### config.mk
export PLATFORM = sky130hd
export DESIGN_NAME = phy_mgmt_port
export DESIGN_NICKNAME = d
export VERILOG_FILES = /design/src/rtl/phy_mgmt_pkg.sv /design/src/rtl/phy_mgmt_ctrl.sv /design/src/rtl/phy_mgmt_resp.sv /design/src/rtl/phy_mgmt_dp.sv /design/src/rtl/phy_mgmt_port.sv
export SDC_FILE = /design/constraint.sdc
export NUM_CORES = 1
export LEC_CHECK = 0
export BUFFER_PORTS_ARGS = -buffer_cell sky130_fd_sc_hd__buf_2
export CORE_MARGIN = 1.5
export CORE_UTILIZATION = 35
export DETAILED_ROUTE_END_ITERATION = 6
export HOLD_SLACK_MARGIN = 0.12
export PLACE_DENSITY = 0.79
export SYNTH_ARGS = -nofsm -noshare
export SYNTH_HDL_FRONTEND = slang
export SYNTH_SLANG_ARGS = --single-unit
### constraint.sdc
create_clock -name clk -period 1.45 [get_ports clk]
set_input_delay 0.145 -clock clk [delete_from_list [all_inputs] [get_ports clk]]
set_output_delay 0.145 -clock clk [all_outputs]
set_load 0.02 [all_outputs]
### src/rtl/phy_mgmt_pkg.sv
package phy_mgmt_pkg;

  // Field positions inside the command word (decoded by the responder)
  localparam int CMD_W        = 32;
  localparam int DATA_LSB     = 0;
  localparam int DATA_MSB     = 15;
  localparam int ADDR_LSB     = 16;
  localparam int ADDR_MSB     = 25;
  localparam int ADDR_W       = ADDR_MSB - ADDR_LSB + 1;
  localparam int OPCODE_BIT   = 26;
  localparam int VALID_BIT    = 27;

  // Strobes from control to datapath
  typedef struct packed {
    logic cmdWrite;   // latch busWrData into the command word
    logic cmdSelect;  // the command register is addressed for read
  } mgmt_strobe_t;

endpackage

### src/rtl/phy_mgmt_ctrl.sv
module phy_mgmt_ctrl
  import phy_mgmt_pkg::*;
#(
  parameter int          BUS_AW     = 12,
  parameter logic [11:0] CMD_OFFSET = 12'h010
) (
  input  logic [BUS_AW-1:0] busAddr,
  input  logic              busWrEn,
  output mgmt_strobe_t      strobe
);

  localparam logic [BUS_AW-1:0] OFFSET_MATCH = BUS_AW'(CMD_OFFSET);

  logic hit;

  always_comb begin
    hit              = (busAddr == OFFSET_MATCH);
    strobe.cmdSelect = hit;
    strobe.cmdWrite  = hit && busWrEn;
  end

endmodule

### src/rtl/phy_mgmt_resp.sv
module phy_mgmt_resp
  import phy_mgmt_pkg::*;
#(
  parameter logic [ADDR_W-1:0] STATUS_ADDR = 10'h021,
  parameter logic [ADDR_W-1:0] IDHI_ADDR   = 10'h041,
  parameter logic [ADDR_W-1:0] IDLO_ADDR   = 10'h061,
  parameter logic [15:0]       STATUS_VAL  = 16'h000C,
  parameter logic [31:0]       PHY_ID      = 32'h01410E20
) (
  input  logic              opcodeRead,
  input  logic [ADDR_W-1:0] regAddr,
  output logic [CMD_W-1:0]  reply
);

  localparam int NUM_ENTRIES = 3;
  localparam logic [ADDR_W-1:0] ENTRY_ADDR [NUM_ENTRIES] =
    '{STATUS_ADDR, IDHI_ADDR, IDLO_ADDR};
  localparam logic [15:0] ENTRY_VAL [NUM_ENTRIES] =
    '{STATUS_VAL, PHY_ID[31:16], PHY_ID[15:0]};

  logic [NUM_ENTRIES-1:0] match;
  logic [15:0]            entryData [NUM_ENTRIES];
  logic [15:0]            dataField;

  for (genvar i = 0; i < NUM_ENTRIES; i++) begin : g_entry
    assign match[i]     = (regAddr == ENTRY_ADDR[i]);
    assign entryData[i] = match[i] ? ENTRY_VAL[i] : 16'h0000;
  end

  always_comb begin
    dataField = 16'h0000;
    for (int i = 0; i < NUM_ENTRIES; i++) begin
      dataField = dataField | entryData[i];
    end
  end

  always_comb begin
    reply = '0;
    if (opcodeRead) begin
      reply[VALID_BIT]         = 1'b1;
      reply[DATA_MSB:DATA_LSB] = dataField;
    end
  end

endmodule

### src/rtl/phy_mgmt_dp.sv
module phy_mgmt_dp
  import phy_mgmt_pkg::*;
(
  input  logic             clk,
  input  logic             rst_n,
  input  mgmt_strobe_t     strobe,
  input  logic [CMD_W-1:0] busWrData,
  output logic [CMD_W-1:0] cmdWord,
  output logic [CMD_W-1:0] busRdData
);

  logic [CMD_W-1:0] reply;
  logic             unusedCmdBits;

  always_ff @(posedge clk or negedge rst_n) begin
    if (!rst_n) begin
      cmdWord <= '0;
    end else if (strobe.cmdWrite) begin
      cmdWord <= busWrData;
    end
  end

  phy_mgmt_resp u_resp (
    .opcodeRead (cmdWord[OPCODE_BIT]),
    .regAddr    (cmdWord[ADDR_MSB:ADDR_LSB]),
    .reply      (reply)
  );

  assign unusedCmdBits = ^{cmdWord[CMD_W-1:VALID_BIT], cmdWord[DATA_MSB:DATA_LSB]};

  assign busRdData = strobe.cmdSelect ? reply : '0;

endmodule

### src/rtl/phy_mgmt_port.sv
module phy_mgmt_port
  import phy_mgmt_pkg::*;
#(
  parameter int          BUS_AW     = 12,
  parameter logic [11:0] CMD_OFFSET = 12'h010
) (
  input  logic              clk,
  input  logic              rst_n,
  input  logic [BUS_AW-1:0] busAddr,
  input  logic              busWrEn,
  input  logic [31:0]       busWrData,
  output logic [31:0]       busRdData
);

  mgmt_strobe_t     strobe;
  logic [CMD_W-1:0] cmdWord;

  phy_mgmt_ctrl #(
    .BUS_AW     (BUS_AW),
    .CMD_OFFSET (CMD_OFFSET)
  ) u_ctrl (
    .busAddr (busAddr),
    .busWrEn (busWrEn),
    .strobe  (strobe)
  );

  phy_mgmt_dp u_dp (
    .clk       (clk),
    .rst_n     (rst_n),
    .strobe    (strobe),
    .busWrData (busWrData),
    .cmdWord   (cmdWord),
    .busRdData (busRdData)
  );

endmodule

### After elaboration in Yosys (flattened, before gate mapping)

Cells that the tools add are included.

* register bits after elaboration: 27
* bits of input ports: 47
* logic and storage cells: 14

* eq/ne operators: 4
* muxes and demuxes: 6
* bitwise operators: 2
* reductions and logical operators: 1

Operators by type and width (count)
* $mux 28: 1
* $mux 12: 2
* $eq 10x7->1 const B: 2
* $eq 12x5->1 const B: 1
* $or 9x12->12: 1
* $eq 10x6->1 const B: 1
* $mux 9: 1
* $or 4x9->9: 1
* $mux 4: 1
* $logic_and 1x1->1: 1
* $mux 1: 1

### Longest topological paths before layout

Gate-level depths: netlist of the first run.

* word-level depth: 6
* depth in mapped cells: 4
* depth with buffers taken out: 3

### Hierarchy

From an unflattened synthesis of the first run, not the netlist that was laid out.

* cells, all modules: 148
* area, all modules: 1905.6 um^2

By module, submodules not included
* phy_mgmt_dp: instances 1, cells an instance 103, area each 1556.5 um^2, sequential area each 800.8 um^2
* phy_mgmt_resp: instances 1, cells an instance 38, area each 295.3 um^2, sequential area each 0.0 um^2
* phy_mgmt_ctrl: instances 1, cells an instance 7, area each 53.8 um^2, sequential area each 0.0 um^2

### Least setup slack after synthesis of the first run

No wires, ideal clock.

* kind: reg2out
* from: reg u_dp.cmdWord[23]
* to: out busRdData[6]
* data arrival time: 1.924 ns
* slack: -0.619 ns
* cell stages (with the launch flop): 5
* path buffers: 1
* cell sequence: dfrtp_1 > nor4b_1 > nand2_1 > nor4b_1 > buf_4

* longest elaborated chain between the ends: 6

RTL lines
* start, declared: line phy_mgmt_dp.sv:8 `output logic [CMD_W-1:0] cmdWord,`
* start signal, assigned: line phy_mgmt_dp.sv:19 `cmdWord <= busWrData;`
* $eq 10x7->1: line phy_mgmt_resp.sv:26 `assign match[i] = (regAddr == ENTRY_ADDR[i]);`
* $mux 9: line phy_mgmt_resp.sv:27 `assign entryData[i] = match[i] ? ENTRY_VAL[i] : 16'h0000;`
* $or 4x9->9: line phy_mgmt_resp.sv:33 `dataField = dataField | entryData[i];`
* $or 9x12->12: line phy_mgmt_resp.sv:33
* $mux 12: line phy_mgmt_resp.sv:39 `if (opcodeRead) begin`
* $mux 28: line phy_mgmt_dp.sv:31 `assign busRdData = strobe.cmdSelect ? reply : '0;`
* end, declared: line phy_mgmt_port.sv:12 `output logic [31:0] busRdData`

No other way between the ends.

### Final worst setup path of the first run

* from: reg u_dp.cmdWord[25]
* to: out busRdData[5]

* longest elaborated chain between the ends: 5

RTL lines (line)
* $eq 10x7->1: phy_mgmt_resp.sv:26
* $mux 12: phy_mgmt_resp.sv:27
* $or 9x12->12: phy_mgmt_resp.sv:33
* $mux 12: phy_mgmt_resp.sv:39
* $mux 28: phy_mgmt_dp.sv:31

No other way between the ends.

==> impl_metrics.toml, run 1 <==
[clock_tree]
clock_latency_ns = 0.27
htree_levels = 1
root_buffer = "clkbuf_4"
clkTransAtPathRegs_ns = 0.07
cts_buffers = 3
clkSinkCount = 11
cts_buffer_depth = 2
cts_tree = "yes"

[synthesis]
synth.most_common_cell = "buf_4"
ys_ff_latch = 11
yosysWarnings = 0
async_flop_share = 1.000
syn_avg_cell_area_um2 = 11.85
ys_seq_area_frac = 0.3520
synth-main-ff-cell = "dfrtp_1"
yosys-top-cells-count = "buf_4, dfrtp_1, mux2_4"
yosysTopAreaCell = "dfrtp_1"
syn_area_um2 = 782.0
synthDistinctLibCells = 15
synth_area_leaders = "dfrtp_1, buf_4, mux2_4, nor4b_4, nor4_4"
synthCells = 66
netlist.area_leader.share = 0.3520
synth_edf_count = 0

[critical_path]
ff2ff_path_depth = 2
worst_path_max_delay_cell = "dfrtp_1"
crit_path_max_incr_delay_ns = 0.38
rrSetupSlack_ns = 0.58
r2r-end = "u_dp.cmdWord[25]$_DFFE_PN0P_"
cp_max_fo = 4
crit_chain = "nor4_1 > nand2_1 > buf_6 > nor3_4 > buf_4"
critPathLaunchType = "flop"
required_ns = 1.31
critPathKind = "reg2out"
cp.arrival_ns = 1.63
cp-end-kind = "output port"
r2r_start = "u_dp.cmdWord[25]$_DFFE_PN0P_"

[floorplan]
ios = 79
die_w_um = 50.27
start_util = 0.3830
core_um2 = 2042
die_area_um2 = 2527
rows = 16
die_h_um = 50.27

[sta]
finalHoldViolCount = 0
setup_viol = 9
grt_setup_unrepaired = "yes"
min_period_over_period = 1.222
worst_slack_ns = -0.3217
whs_ns = 0.2607
tns_ns = -2.623
skew_ns = 0
timing.fmax_mhz = 564.4
finalCriticalPeriod_ns = 1.772
slew_violations = 0

[grt]
grt_first_pass_wirelength_um = 2511
grt_usage = 0.1348
grt_pass1_vias = 574
grt_max_degree = 12
antenna_found_initial = 0
grt_overflow = 0

[layout]
reg_top3 = "u_dp.cmdWord x11"
antenna_cells = 0
design_area_um2 = 1122
drive_gt1_frac = 0.5351
regArea_um2 = 275.3
multi_input_area_um2 = 412.9
area_growth_pct = 43.52
largest_reg_flops = 11
final_util = 0.5496
nFillCells = 187
finalNonFillerCells = 141
regMostFlops = "u_dp.cmdWord"
final_nets = 162

[power]
pwr_density_cell_nw_per_um2 = 580.4
p_leak_nw = 0.6188
ir_drop_uv = 500.8

[route]
drt.antenna.violating_nets = 0
first_pass_iters = 2
vias_per_cell = 4.234
wl_um = 1515
drc = 0
num_vias = 597
drt_iter0_drc = 3
wl_per_cell_um = 10.74

[placement]
hpwl_um = 1092
globalplace.congestion = 0.5973
placement.cell_area_um2 = 934.6
dp_cells = 124
port_buffers = 35

[run]
drv_cap = 0

[status]
violations = "negative setup slack"
status = "complete, but fails checks"

[min_path]
min_path_type = "in2async"
-- logic make-up (layout without fill, tap and decap cells) --
logic type	Yosys count	after routing	synth area share
buf+inv	31	58	0.2928
simple gates	12	12	0.1440
mux	11	11	0.2064
flops	11	11	0.3520
other cells	1	22	0.004795
-- worst max-delay path, delay by kind of cell, from the launching register on --
kind / cells / cell delay (ns)
simple gates: 3 / 0.63
flops: 1 / 0.38
buf+inv: 2 / 0.35
-- per-layer routing --
layer | GRT usage | part of all wire | routed length (um)
met1 | 0.1394 | 0.39 | 586
met2 | 0.2346 | 0.48 | 728
met3 | 0.05952 | 0.12 | 182
met4 | 0.05556 | 0.012 | 18
met5 | 0 | 0 | 0
-- repair_timing --
item,in CTS,in global routing
buffers inserted,1,0
pin swaps,1,0
endpoints found under the setup margin,9,9
endpoints found under the hold margin,22,0
gates resized for setup,8,4
hold buffers,12,0
-- layout by cell type (no fill, tap or decap) --
cell type,netlist,routed
buf_2,0,26
conb_1,1,22
dlygate4sd3_1,0,12
buf_4,28,11
dfrtp_1,11,11
mux2_4,10,10
nor4_4,1,3
clkbuf_4,0,3
buf_6,1,3
nor4b_4,1,2
nand4_1,2,2
nand2_1,2,2
inv_1,2,2
nor4b_2,0,1
nor4_1,2,1
nor3_4,0,1
mux2_2,1,1
clkbuf_1,0,1
-- worst max path at each step --
| stage | slack (ns) | end | cells past startpoint | start |
|---|---|---|---|---|
| floorplan | -0.16 | busRdData[6] | 4 | busAddr[9] |
| global placement | -0.02 | busRdData[0] | 6 | busAddr[9] |
| detailed placement | -0.06 | busRdData[8] | 6 | busAddr[5] |
| CTS | -0.31 | busRdData[2] | 5 | u_dp.cmdWord[17]$_DFFE_PN0P_ |
| global route | -0.50 | busRdData[2] | 5 | u_dp.cmdWord[17]$_DFFE_PN0P_ |
| finish | -0.32 | busRdData[5] | 5 | u_dp.cmdWord[25]$_DFFE_PN0P_ |
-- final cells by class --
class / count / share of cell area
multi-input combinational: 45 / 0.3679
timing repair buffer: 52 / 0.3266
sequential: 11 / 0.2453
tap: 27 / 0.03010
clock buffer: 4 / 0.02341
inverter: 2 / 0.006689
-- through the flow --
stage | worst slack (ns) | power (mW)
4_1_cts | -0.3066 | 0.6636
3_3_place_gp | -0.01949 | 0.4203
5_1_grt | -0.5011 | 0.6953
3_5_place_dp | -0.06235 | 0.4234
6_report | -0.3217 | 0.6514
2_1_floorplan | -0.1647 | 0.4193
-- power by group --
part	internal, mW	leakage, nW	switching (mW)
combinational	0.0529	0.450	0.0806
sequential	0.308	0.154	0.00103
clock	0.107	0.0150	0.102
total	0.468	0.619	0.184
No activity file was read; power rests on OpenSTA's default activity.
==> run 2: changes to the inputs <==
Settings changed: CORE_MARGIN 1.5 to 1.
==> impl_metrics.toml, run 2 (synthesis gave the netlist of run 1 again) <==
[status]
status = "complete, but fails checks"
violations = "negative setup slack"

[sta]
skew_ns = 0
min_period_over_period = 1.196
setup_viol = 9
finalHoldViolCount = 0
slew_violations = 0
timing.fmax_mhz = 576.8
grt_setup_unrepaired = "yes"
worst_slack_ns = -0.2836
finalCriticalPeriod_ns = 1.734

[floorplan]
die_area_um2 = 2428
ios = 79
rows = 16
die_w_um = 49.27
die_h_um = 49.27
core_um2 = 2022
start_util = 0.3868

[placement]
dp_cells = 123
port_buffers = 35
globalplace.congestion = 0.6726
hpwl_um = 1114
place_ws_ns = -0.02326

[route]
drt.antenna.violating_nets = 0
drc = 0
num_vias = 578
drt_iter0_drc = 4
first_pass_iters = 4
wl_per_cell_um = 10.24
vias_per_cell = 4.158
wl_um = 1423

[critical_path]
crit_path_max_incr_delay_ns = 0.39
worst_path_max_delay_cell = "dfrtp_1"
cp-end-kind = "output port"
critPathKind = "reg2out"
ff2ff_path_depth = 1
critPathLaunchType = "flop"
r2r-end = "u_dp.cmdWord[21]$_DFFE_PN0P_"
cp_max_fo = 4
rrSetupSlack_ns = 0.62
r2r_start = "u_dp.cmdWord[21]$_DFFE_PN0P_"
required_ns = 1.31
crit_chain = "nor4b_2 > nand2_1 > buf_6 > nor3_4 > buf_4"
cp.arrival_ns = 1.59

[clock_tree]
root_buffer = "clkbuf_4"
cts_tree = "yes"
cts_buffers = 3
htree_levels = 1
cts_buffer_depth = 2
postCtsSetupBuffers = 0
clkSinkCount = 11
clkTransAtPathRegs_ns = 0.07
clock_latency_ns = 0.25

[grt]
antenna_found_initial = 0
grt_overflow = 0
grt_usage = 0.1198
grt_pass1_vias = 542
grt_max_degree = 12
grt_first_pass_wirelength_um = 2201

[min_path]
min_path_type = "in2async"

[layout]
final_util = 0.5439
drive_gt1_frac = 0.5268
regMostFlops = "u_dp.cmdWord"
final_common_cell = "buf_2"
finalNonFillerCells = 139
largest_reg_flops = 11
reg_top3 = "u_dp.cmdWord x11"
final_nets = 160
final_cell_mix = "buf_2, conb_1, dlygate4sd3_1"
area_growth_pct = 40.64
antenna_cells = 0
nFillCells = 167

[power]
power.internal_mw = 0.4668
p_leak_nw = 0.6065
ir_drop_uv = 356.1
pwr_density_cell_nw_per_um2 = 582.8
comb_power_share = 0.207
p_seq_frac = 0.482
switching_power_mw = 0.1741
switching_share = 0.2716
p_clk_frac = 0.311

[run]
drv_cap = 0
## run 2: power by group through the flow
stage | registers (mW) | logic [mW] | clock network (mW)
after floorplan | 0.315 | 0.104 | 0
after global placement | 0.315 | 0.105 | 0
after detailed placement | 0.315 | 0.107 | 0
after CTS | 0.309 | 0.132 | 0.215
after global routing | 0.309 | 0.142 | 0.235
final | 0.309 | 0.133 | 0.199
## run 2: worst max path at each step
stage                                       startpoint       endpoint  slack, ns
after floorplan                             busAddr[9]   busRdData[6]      -0.16
after global placement                      busAddr[5]   busRdData[8]      -0.02
after detailed placement                    busAddr[9]   busRdData[0]      -0.02
after CTS                 u_dp.cmdWord[23]$_DFFE_PN0P_   busRdData[3]      -0.30
after global routing      u_dp.cmdWord[23]$_DFFE_PN0P_  busRdData[11]      -0.37
final                     u_dp.cmdWord[23]$_DFFE_PN0P_  busRdData[11]      -0.28
## run 2: per-stage QoR
step / instance area, um^2 / power, mW / hold slack, ns / setup TNS (ns)
6_report: 1100 / 0.6409 / 0.2914 / -2.431
5_1_grt: 1100 / 0.6856 / 0.2942 / -3.253
4_1_cts: 1090 / 0.6564 / 0.2798 / -2.576
3_5_place_dp: 927.1 / 0.4224 / 0.02493 / -0.09047
3_3_place_gp: 927.1 / 0.4199 / 0.01774 / -0.05361
2_1_floorplan: 928.4 / 0.4193 / -0.1506 / -0.6280
## run 2: layout make-up
type	instances	area, um^2	share of cell area
clock buffer	4	26.28	0.02389
sequential	11	275.3	0.2503
multi-input combinational	45	412.9	0.3754
inverter	2	7.507	0.006826
tap	27	33.78	0.03072
timing repair buffer	50	344.1	0.3129
## run 2: metal layers
metal,track usage,vias to the layer above,part of all wire
li1,-,272,-
met4,0.05882,0,0
met1,0.1166,261,0.40
met5,0,-,0
met3,0.04361,0,0.13
met2,0.2192,45,0.48
## run 2: critical path, delay by kind of cell (launching register included)
kind / cells / cell delay [ns]
and+or+nand+nor: 3 / 0.59
buffers and inverters: 2 / 0.35
DFF: 1 / 0.39
## run 2: timing repair
item,in CTS,in global routing
endpoints found under the hold margin,22,0
gates resized for setup,6,4
hold buffers,12,0
endpoints found under the setup margin,9,9
pin swaps,0,0
